## src/rtl/alloc_pkg.sv

```systemverilog
package alloc_pkg;

    // Default geometry of the allocation stage.
    localparam int DEF_LANES      = 4;
    localparam int DEF_BR_CAP     = 2;
    localparam int DEF_RS_ENTRIES = 60;

    // Per-lane gating terms gathered before the in-order chain.
    typedef struct packed {
        logic valid;     // queue slot holds a micro-op
        logic under_cap; // branch budget not exceeded up to and including this lane
        logic has_room;  // a free station entry exists for this lane
    } lane_gate_t;

    // Ones count of a vector of up to 32 bits.
    function automatic int ones32(input logic [31:0] v);
        int n;
        n = 0;
        for (int i = 0; i < 32; i++) begin
            n += int'(v[i]);
        end
        return n;
    endfunction

endpackage

```

## src/rtl/alloc_branch_budget.sv

```systemverilog
module alloc_branch_budget #(
    parameter int LANES  = alloc_pkg::DEF_LANES,
    parameter int BR_CAP = alloc_pkg::DEF_BR_CAP
) (
    input  logic [LANES-1:0] is_br,
    output logic [LANES-1:0] within_cap
);
    localparam int SUM_W = $clog2(LANES + 1);

    // Running branch count, inclusive of each lane.
    logic [SUM_W-1:0] br_upto [LANES];

    generate
        for (genvar g = 0; g < LANES; g++) begin : g_lane
            if (g == 0) begin : g_first
                assign br_upto[g] = SUM_W'(is_br[g]);
            end else begin : g_rest
                assign br_upto[g] = br_upto[g-1] + SUM_W'(is_br[g]);
            end
            assign within_cap[g] = (int'(br_upto[g]) <= BR_CAP);
        end
    endgenerate

endmodule

```

## src/rtl/alloc_space_check.sv

```systemverilog
module alloc_space_check #(
    parameter int LANES  = alloc_pkg::DEF_LANES,
    parameter int FREE_W = 6
) (
    input  logic [FREE_W-1:0] rs_free,
    output logic [LANES-1:0]  room_ok
);
    // Lane k needs k+1 free entries, since all older lanes are granted first.
    generate
        for (genvar g = 0; g < LANES; g++) begin : g_lane
            assign room_ok[g] = (g < int'(rs_free));
        end
    endgenerate

endmodule

```

## src/rtl/alloc_order_chain.sv

```systemverilog
module alloc_order_chain #(
    parameter int LANES = alloc_pkg::DEF_LANES
) (
    input  logic                    enable,
    input  alloc_pkg::lane_gate_t   gate [LANES],
    output logic [LANES-1:0]        grant
);
    import alloc_pkg::*;

    // A lane is granted only if every older lane was granted.
    logic [LANES:0] open;

    assign open[0] = enable;

    generate
        for (genvar g = 0; g < LANES; g++) begin : g_lane
            logic lane_pass;
            assign lane_pass   = gate[g].valid & gate[g].under_cap & gate[g].has_room;
            assign grant[g]    = open[g] & lane_pass;
            assign open[g+1]   = grant[g];
        end
    endgenerate

endmodule

```

## src/rtl/alloc_count_reg.sv

```systemverilog
module alloc_count_reg #(
    parameter int CNT_W = 3
) (
    input  logic             clk,
    input  logic             rst,
    input  logic [CNT_W-1:0] cnt_in,
    output logic [CNT_W-1:0] cnt_q
);
    always_ff @(posedge clk) begin
        if (rst) begin
            cnt_q <= '0;
        end else begin
            cnt_q <= cnt_in;
        end
    end

endmodule

```

## src/rtl/uop_alloc_stage.sv

```systemverilog
module uop_alloc_stage #(
    parameter int LANES      = alloc_pkg::DEF_LANES,
    parameter int BR_CAP     = alloc_pkg::DEF_BR_CAP,
    parameter int RS_ENTRIES = alloc_pkg::DEF_RS_ENTRIES,
    parameter int FREE_W     = $clog2(RS_ENTRIES + 1),
    parameter int CNT_W      = $clog2(LANES + 1)
) (
    input  logic              clk,
    input  logic              rst,
    input  logic [LANES-1:0]  q_valid,
    input  logic [LANES-1:0]  q_is_br,
    input  logic [FREE_W-1:0] rs_free,
    output logic [LANES-1:0]  alloc_en,
    output logic [CNT_W-1:0]  consume_cnt,
    output logic [CNT_W-1:0]  alloc_cnt
);
    import alloc_pkg::*;

    logic [LANES-1:0] br_ok;
    logic [LANES-1:0] room_ok;
    lane_gate_t       gate [LANES];

    alloc_branch_budget #(
        .LANES  (LANES),
        .BR_CAP (BR_CAP)
    ) u_budget (
        .is_br      (q_is_br),
        .within_cap (br_ok)
    );

    alloc_space_check #(
        .LANES  (LANES),
        .FREE_W (FREE_W)
    ) u_space (
        .rs_free (rs_free),
        .room_ok (room_ok)
    );

    generate
        for (genvar g = 0; g < LANES; g++) begin : g_gate
            assign gate[g] = '{valid:     q_valid[g],
                               under_cap: br_ok[g],
                               has_room:  room_ok[g]};
        end
    endgenerate

    alloc_order_chain #(
        .LANES (LANES)
    ) u_chain (
        .enable (~rst),
        .gate   (gate),
        .grant  (alloc_en)
    );

    always_comb begin
        consume_cnt = CNT_W'(ones32(32'(alloc_en)));
    end

    alloc_count_reg #(
        .CNT_W (CNT_W)
    ) u_cnt (
        .clk    (clk),
        .rst    (rst),
        .cnt_in (consume_cnt),
        .cnt_q  (alloc_cnt)
    );

endmodule

```

## config.mk

```make
export PLATFORM = sky130hd
export DESIGN_NAME = uop_alloc_stage
export DESIGN_NICKNAME = d
export VERILOG_FILES = /design/src/rtl/alloc_pkg.sv /design/src/rtl/alloc_branch_budget.sv /design/src/rtl/alloc_space_check.sv /design/src/rtl/alloc_order_chain.sv /design/src/rtl/alloc_count_reg.sv /design/src/rtl/uop_alloc_stage.sv
export SDC_FILE = /design/constraint.sdc
export NUM_CORES = 1
export LEC_CHECK = 0
export CELL_PAD_IN_SITES_DETAIL_PLACEMENT = 0
export CELL_PAD_IN_SITES_GLOBAL_PLACEMENT = 1
export CORE_MARGIN = 2
export CORE_UTILIZATION = 19
export DETAILED_ROUTE_END_ITERATION = 8
export GPL_TIMING_DRIVEN = 0
export PLACE_DENSITY = 0.71
export SYNTH_ARGS = -nofsm -noshare
export SYNTH_HDL_FRONTEND = slang
export SYNTH_SLANG_ARGS = --single-unit
export TNS_END_PERCENT = 10
```

## constraint.sdc

```tcl
create_clock -name clk -period 3.85 [get_ports clk]
set_input_delay 0.9625 -clock clk [delete_from_list [all_inputs] [get_ports clk]]
set_output_delay 0.9625 -clock clk [all_outputs]
set_load 0.05 [all_outputs]
```

### Word level (Yosys, flattened, before mapping)

Index checks and enable logic that the tools add are counted.

| storage, ports and cells | value |
|---|---|
| word-level logic and storage cells | 28 |
| input port bits | 16 |
| bits in registers | 3 |
| output and inout bits | 10 |

| cells by class | value |
|---|---|
| add/sub/neg operators | 6 |
| bitwise operators | 13 |
| order comparisons | 8 |

Operators with widths:

| cell | number |
|---|---|
| 1-bit AND | 12 |
| 1-bit by 6-bit < comparator with 1-bit output (first input constant) | 2 |
| 2-bit by 6-bit < comparator with 1-bit output (first input constant) | 2 |
| 3-bit by 1-bit adder with 3-bit output | 3 |
| 3-bit by 2-bit less-or-equal comparator with 1-bit output (second input constant) | 3 |
| 1-bit by 1-bit adder with 2-bit output | 2 |
| 2-bit by 1-bit adder with 3-bit output | 1 |
| 1-bit by 2-bit less-or-equal comparator with 1-bit output (second input constant) | 1 |
| 1-bit inverter | 1 |

### Depth between registers and ports, before layout

Gate-level depths: netlist of the first run.

| logic depth | value |
|---|---|
| depth in word-level cells | 8 |
| depth in mapped cells | 9 |
| depth with buffers taken out | 9 |

### Cells and area by module

From an unflattened synthesis of the first run, not the netlist that was laid out.

| unflattened totals | value |
|---|---|
| cells, all modules | 40 |
| area total of the unflattened synthesis | 355.3 um^2 |

By module, submodules not included:

| module | area an instance (um^2) | cells each | instances | seq. area each (um^2) |
|---|---|---|---|---|
| alloc_branch_budget | 118.9 | 11 | 1 | 0.0 |
| alloc_count_reg | 78.8 | 6 | 1 | 60.1 |
| uop_alloc_stage | 67.6 | 9 | 1 | 0.0 |
| alloc_order_chain | 52.6 | 8 | 1 | 0.0 |
| alloc_space_check | 37.5 | 6 | 1 | 0.0 |

### Worst setup path after synthesis of the first run

Ideal clock, no wire load.

| timing path | value |
|---|---|
| path type | input to output |
| from | input q_is_br[0] |
| to | output consume_cnt[2] |
| arrival time | 4.785 ns |
| slack | -1.897 ns |
| data required time | 2.888 ns |
| path buffers | 0 |
| stages | 6 |
| cells stage by stage | fa_1 ha_1 fa_1 a2111oi_1 ha_1 ha_1 |

| between the ends | value |
|---|---|
| cells in the longest elaborated chain, start to end | 8 |
| elaborated cells on any way between the ends | 22 |
| those cells by class | add/sub (6); order compare (4); bitwise (12) |

RTL lines:

| element | line | text |
|---|---|---|
| from (decl) | uop_alloc_stage.sv:11 | `input logic [LANES-1:0] q_is_br,` |
| 1-bit by 1-bit adder with 2-bit output or 1-bit by 2-bit less-or-equal comparator with 1-bit output (tied branches) | alloc_branch_budget.sv:18, alloc_branch_budget.sv:20 |  |
| 3-bit by 1-bit adder with 3-bit output, or another cell as far along (2 in series) | alloc_branch_budget.sv:18 | `assign br_upto[g] = br_upto[g-1] + SUM_W'(is_br[g]);` |
| 3-bit by 2-bit less-or-equal comparator with 1-bit output, or another cell as far along | alloc_branch_budget.sv:20 | `assign within_cap[g] = (int'(br_upto[g]) <= BR_CAP);` |
| 1-bit AND, on equally long branches (2 in series) | alloc_order_chain.sv:18, alloc_order_chain.sv:19 |  |
| 1-bit AND (*) | alloc_order_chain.sv:19 | `assign grant[g] = open[g] & lane_pass;` |
| named net alloc_en[3] | uop_alloc_stage.sv:13 | `output logic [LANES-1:0] alloc_en,` |
| 3-bit by 1-bit adder with 3-bit output (*) | alloc_pkg.sv:20 | `n += int'(v[i]);` |
| to (decl) | uop_alloc_stage.sv:14 | `output logic [CNT_W-1:0] consume_cnt,` |

Mark *: on every way through the listed nets, which the timed path passes. The rest lies on a longest branch.

### Worst setup path after layout of the first run

| timing path | value |
|---|---|
| from | input q_is_br[2] |
| to | output consume_cnt[1] |

| between the ends | value |
|---|---|
| cells in the longest elaborated chain, start to end | 7 |
| elaborated cells on any way between the ends | 12 |
| those cells by class | add/sub (4); order compare (2); bitwise (6) |

RTL lines:

| element | line | text |
|---|---|---|
| 3-bit by 1-bit adder with 3-bit output (*) | alloc_branch_budget.sv:18 |  |
| 3-bit by 1-bit adder with 3-bit output or 3-bit by 2-bit less-or-equal comparator with 1-bit output (tied branches) | alloc_branch_budget.sv:18, alloc_branch_budget.sv:20 |  |
| 3-bit by 2-bit less-or-equal comparator with 1-bit output or 1-bit AND (tied branches) | alloc_branch_budget.sv:20, alloc_order_chain.sv:18 |  |
| 1-bit AND | alloc_order_chain.sv:18 | `assign lane_pass = gate[g].valid & gate[g].under_cap & gate[g].has_room;` |
| 1-bit AND, on equally long branches | alloc_order_chain.sv:18, alloc_order_chain.sv:19 |  |
| 1-bit AND or 2-bit by 1-bit adder with 3-bit output (tied branches) | alloc_order_chain.sv:19, alloc_pkg.sv:20 |  |
| 3-bit by 1-bit adder with 3-bit output (*) | alloc_pkg.sv:20 |  |

Mark *: on every way between the ends. The rest lies on a longest branch, timed or not.

==> impl_metrics.tcl, run 1 <==
set metrics [dict create \
    largest_reg_flops 3 \
    wl_per_cell_um 9.01 \
    yosysTopAreaCell "ha_1" \
    core-area_mm2 0.00171 \
    comb_power_share 0.451 \
    clock.fmax_mhz 241 \
    hpwl_um 719 \
    dpl_cell_area_um2 654 \
    pre_cts_slack_ns -1.32 \
    finalHoldViolations 0 \
    regMostFlops "u_cnt.cnt_q" \
    p_int_mw 0.106 \
    avgSynthCellArea_um2 10.3 \
    failed_checks "negative setup slack" \
    final_cell_count_no_fill 90 \
    yosysWarnings 0 \
    cts.sinks 3 \
    synth_top_area_frac 0.221 \
    power_switching_mw 0.0494 \
    drt-vias-per-instance 4.11 \
    track_usage 0.0853 \
    status "finished with violations" \
    ys_seq_area_frac 0.176 \
    gp_congestion 0.716 \
    ys.flop_type "dfxtp_1" \
    vdd_drop_max_v 0.000121 \
    ys_top_cells_by_count "ha_1 (6), nor2b_1 (4), dfxtp_1 (3)" \
    synthCells 33 \
    hold_path.class "in2reg" \
    place_inst 83 \
    first_pass_iters 2 \
    worst_pin_slew_ns 0.509 \
    drive_above_1_share 0.323 \
    vias 370 \
    rows 15 \
    overflow 0 \
    drc 0 \
    power_leakage_nw 0.311 \
    syn-cell-area_um2 340 \
    worstPathArrival_ns 3.19 \
    end_kind "output port" \
    cts_buffer_depth 2 \
    synth_nets 57 \
    worstPathRequired_ns 2.89 \
    start_util 0.199 \
    ant_nets 0 \
    finalCritPeriodShare 1.08 \
    cp-startpoint "q_is_br[2]" \
    setup_ws_ns -0.301 \
    report.final.slew_viol_count 0 \
    crit_path_start_kind "input port" \
    maxSlewHeadroom 0.660 \
    cts_hold_buffers 0 \
    io_buffers 25 \
    min_period_ns 4.15 \
    drv_cap 0 \
    cts_tree "yes" \
    yosys-top-cells-area "ha_1 (22%), dfxtp_1 (18%), fa_1 (12%)" \
    rsz0062_at_grt "yes" \
    syn_to_final_growth_pct 109 \
    ys_types 19 \
    dieArea_mm2 0.00215 \
    die_w_um 46.3 \
    cts_made_buffers 3 \
    h-tree-depth 1 \
    drt_iter0_markers 1 \
    setup_viol 4 \
    synth.most_common_cell "ha_1" \
    crit_type "in2out" \
    ioPinCount 26 \
    synth-seq-cells 3 \
    grt_pass1_vias 347 \
    antenna_found_initial 0 \
    design_area_um2 711 \
    sequentialPowerShare 0.208 \
    clk_pin_slew_ns 0.03 \
    hp-start "rst" \
    clkPwrFrac 0.341 \
    die_y_um 46.3 \
    nNetsFinal 90 \
    power.density_mw_per_mm2 218 \
    reg_top3 "u_cnt.cnt_q x3" \
    insertedDiodeCount 0 \
    wirelength_um 811 \
    synth_edf_count 0 \
    async_flop_share 0 \
    path_max_fanout 2 \
    grt_max_degree 6 \
    grt_first_pass_wirelength_mm 1.32 \
    cts-root-buf "clkbuf_4" \
    switching_share 0.319 \
]
==> worst max-delay path: stages <==
cell       delay (ns)
buf_6            0.10
fa_1             0.56
ha_2             0.19
fa_1             0.45
a2111oi_4        0.33
ha_2             0.25
ha_4             0.21
buf_8            0.14
==> per-layer routing <==
| layer | share of wire | vias up | track usage |
|---|---|---|---|
| met2 | 0.54 | 12 | 0.144 |
| met5 | 0 | - | 0 |
| met3 | 0.054 | 0 | 0.0157 |
| met1 | 0.41 | 168 | 0.105 |
| li1 | - | 190 | - |
| met4 | 0 | 0 | 0.0343 |
==> kinds of logic after synthesis <==
family	count (synthesis)	synth area share
AO/OA/AOI/OAI	9	0.228
adder cells (fa/ha/maj)	8	0.338
buffers and inverters	2	0.0221
flip-flops	3	0.176
AND/OR/NAND/NOR	11	0.235
==> per-stage QoR <==
step | utilization | hold WS, ns | power (mW) | setup TNS, ns
floorplan | - | 1.03 | 0.0711 | -1.89
global placement | 0.383 | 1.62 | 0.0988 | -5.86
detailed placement | 0.383 | 1.60 | 0.0992 | -5.87
CTS | 0.418 | 1.37 | 0.158 | -1.11
global route | 0.416 | 1.43 | 0.167 | -1.37
finish | 0.416 | 1.37 | 0.155 | -0.998
==> layout by cell type, fill, tap and decap left out, drive strengths merged <==
| cell type | Yosys | final |
|---|---|---|
| a2111oi | 1 | 1 |
| clkbuf | 0 | 4 |
| dfxtp | 3 | 3 |
| nand4 | 1 | 1 |
| clkdlybuf4s50 | 0 | 16 |
| a21boi | 1 | 1 |
| nor4 | 1 | 1 |
| ha | 6 | 6 |
| a21oi | 2 | 2 |
| nor2 | 1 | 1 |
| a31oi | 1 | 1 |
| or4 | 1 | 1 |
| fa | 2 | 2 |
| o211a | 1 | 1 |
| nand2b | 2 | 2 |
| buf | 0 | 10 |
| o21ai | 1 | 1 |
| a211oi | 1 | 1 |
| nand2 | 1 | 1 |
| nor2b | 4 | 4 |
| inv | 2 | 2 |
| dlymetal6s2s | 0 | 1 |
| dlygate4sd2 | 0 | 1 |
| a22oi | 1 | 1 |
==> cell type report <==
class | count | area, µm²
clock buffer | 4 | 26.3
fill | 176 | 997
inverter | 2 | 7.51
multi-input combinational | 28 | 308
sequential | 3 | 60.1
tap | 25 | 31.3
timing repair buffer | 28 | 278
==> power by group through the flow <==
stage | logic [mW] | registers, mW | clock network (mW)
floorplan | 0.0355 | 0.0356 | 0
global placement | 0.0661 | 0.0327 | 0
detailed placement | 0.0664 | 0.0328 | 0
CTS | 0.0713 | 0.0323 | 0.0546
global route | 0.0759 | 0.0323 | 0.0590
finish | 0.0698 | 0.0323 | 0.0528
==> final timing paths <==
path | to | depth (start not counted)
hold / removal | u_cnt.cnt_q[2] | 2
setup / recovery | consume_cnt[1] | 8
==> timing repair <==
action                                  4_1_cts  5_1_grt
setup buffers                                 3        0
endpoints found under the setup margin        6        6
gates resized for setup                      42        3
pin swaps                                     7        0
(Power assumes the default switching activity.)
==> run 2: changes to the inputs <==
--- a/config.mk
+++ b/config.mk
@@ -8,10 +8,10 @@
 export CELL_PAD_IN_SITES_DETAIL_PLACEMENT = 0
 export CELL_PAD_IN_SITES_GLOBAL_PLACEMENT = 1
 export CORE_MARGIN = 2
-export CORE_UTILIZATION = 19
+export CORE_UTILIZATION = 23
 export DETAILED_ROUTE_END_ITERATION = 8
 export GPL_TIMING_DRIVEN = 0
-export PLACE_DENSITY = 0.71
+export PLACE_DENSITY = 0.8
 export SYNTH_ARGS = -nofsm -noshare
 export SYNTH_HDL_FRONTEND = slang
 export SYNTH_SLANG_ARGS = --single-unit
==> constraint.sdc (replaced) <==
create_clock -name clk -period 4.9 [get_ports clk]
set_input_delay 1.225 -clock clk [delete_from_list [all_inputs] [get_ports clk]]
set_output_delay 1.225 -clock clk [all_outputs]
set_load 0.05 [all_outputs]
==> impl_metrics.tcl, run 2 (synthesis results as in run 1) <==
set metrics [dict create \
    drt-vias-per-instance 4.53 \
    finalHoldWorstSlack_ns 1.64 \
    antenna_found_initial 0 \
    hold_path.class "in2reg" \
    worstPathRequired_ns 3.67 \
    num-fill-cells 133 \
    cts_tree "yes" \
    clkPwrFrac 0.345 \
    die_w_um 42.5 \
    syn_to_final_growth_pct 98.5 \
    cts_made_buffers 3 \
    die_y_um 42.5 \
    vdd_drop_max_v 0.0000665 \
    path_max_fanout 2 \
    insertedDiodeCount 0 \
    gp_congestion 0.708 \
    design_area_um2 676 \
    cts-root-buf "clkbuf_4" \
    io_buffers 25 \
    grt_first_pass_wirelength_mm 1.58 \
    clk_pin_slew_ns 0.04 \
    ioPinCount 26 \
    finalCritPeriodShare 0.982 \
    worstPathArrival_ns 3.59 \
    report.final.slew_viol_count 0 \
    setup_viol 0 \
    status "completed" \
    place_inst 73 \
    dieArea_mm2 0.00180 \
    hold_path_end "u_cnt.cnt_q[0]" \
    sequentialPowerShare 0.206 \
    comb_power_share 0.449 \
    track_usage 0.112 \
    power_leakage_nw 0.283 \
    reg_top3 "u_cnt.cnt_q x3" \
    largest_reg_flops 3 \
    hp-start "rst" \
    clock.fmax_mhz 208 \
    final_common_cell "clkdlybuf4s50_1" \
    power_mw 0.123 \
    final_cell_count_no_fill 79 \
    nNetsFinal 89 \
    drc 0 \
    min_period_ns 4.81 \
    regMostFlops "u_cnt.cnt_q" \
    crit_type "in2out" \
    cts_buffer_depth 2 \
    core-area_mm2 0.00133 \
    power_switching_mw 0.0402 \
    setup_ws_ns 0.0868 \
    drt_iter0_markers 1 \
    end_kind "output port" \
    power.density_mw_per_mm2 182 \
    wl_per_cell_um 10.7 \
    vias 358 \
    rows 13 \
    grt_max_degree 6 \
    overflow 0 \
    dpl_cell_area_um2 642 \
    ant_nets 0 \
    grt_pass1_vias 390 \
    wirelength_um 842 \
    first_pass_iters 2 \
    drv_cap 0 \
    layout_common_cells "clkdlybuf4s50_1 (18), nor2b_1 (4)" \
    hold_path_depth 2 \
    finalHoldViolations 0 \
    worst_pin_slew_ns 0.500 \
    switching_share 0.327 \
    cts.sinks 3 \
    p_int_mw 0.0827 \
    start_util 0.255 \
    maxSlewHeadroom 0.665 \
    drive_above_1_share 0.297 \
    pre_cts_slack_ns -0.829 \
    crit_path_start_kind "input port" \
    h-tree-depth 1 \
]
==> run 2: worst max path at each step <==
stage	startpoint	endpoint	slack (ns)	depth (start not counted)
final	q_is_br[2]	consume_cnt[1]	0.09	8
after global routing	q_is_br[2]	consume_cnt[1]	-0.002	8
after CTS	q_is_br[2]	consume_cnt[1]	0.0005	8
after detailed placement	q_is_br[0]	consume_cnt[1]	-0.83	8
after global placement	q_is_br[0]	consume_cnt[2]	-0.80	8
after floorplan	q_is_br[0]	consume_cnt[1]	-0.12	6
==> run 2: cell type report <==
cell class              count  area (µm²)  area share
well taps                  15        18.8      0.0278
inverters                   2        7.51      0.0111
repair buffers             27         251       0.372
multi-input cells          28         312       0.461
flip-flops and latches      3        60.1      0.0889
clock buffers               4        26.3      0.0389
==> run 2: critical path, stage by stage <==
cell,delay (ns)
clkdlybuf4s15_1,0.20
fa_1,0.52
ha_2,0.18
fa_1,0.44
a2111oi_4,0.40
ha_2,0.27
ha_4,0.20
buf_8,0.14
==> run 2: routing by layer <==
layer	track usage	vias up	wire length, µm
met3	0.0216	0	42
li1	-	185	-
met5	0	-	0
met4	0.0563	0	0
met1	0.136	159	368
met2	0.185	14	431
==> run 2: what timing repair did <==
action / CTS / global route
pin swaps: 5 / 6
endpoints found under the setup margin: 5 / 5
endpoints found under the hold margin: 0 / 0
hold buffers: 0 / 0
resized for setup: 23 / 7
setup buffers: 1 / 1
==> run 2: power by group through the flow <==
stage | combinational (mW) | sequential (mW) | clock, mW
finish | 0.0552 | 0.0253 | 0.0424
global route | 0.0599 | 0.0254 | 0.0482
CTS | 0.0531 | 0.0253 | 0.0445
detailed placement | 0.0519 | 0.0257 | 0
global placement | 0.0515 | 0.0257 | 0
floorplan | 0.0279 | 0.0280 | 0
==> run 2: stage by stage <==
step	setup TNS, ns	utilization
after floorplan	-0.276	-
after global placement	-2.85	0.481
after detailed placement	-2.95	0.481
after CTS	0	0.500
after global routing	-0.00247	0.507
final	0	0.507
==> run 3: changes to the inputs <==
--- a/config.mk
+++ b/config.mk
@@ -11,6 +11,7 @@
 export CORE_UTILIZATION = 23
 export DETAILED_ROUTE_END_ITERATION = 8
 export GPL_TIMING_DRIVEN = 0
+export HOLD_SLACK_MARGIN = 0.12
 export PLACE_DENSITY = 0.8
 export SYNTH_ARGS = -nofsm -noshare
 export SYNTH_HDL_FRONTEND = slang
==> results of run 3 <==
No change in the layout: final DEF, timing and power equal those of run 2.
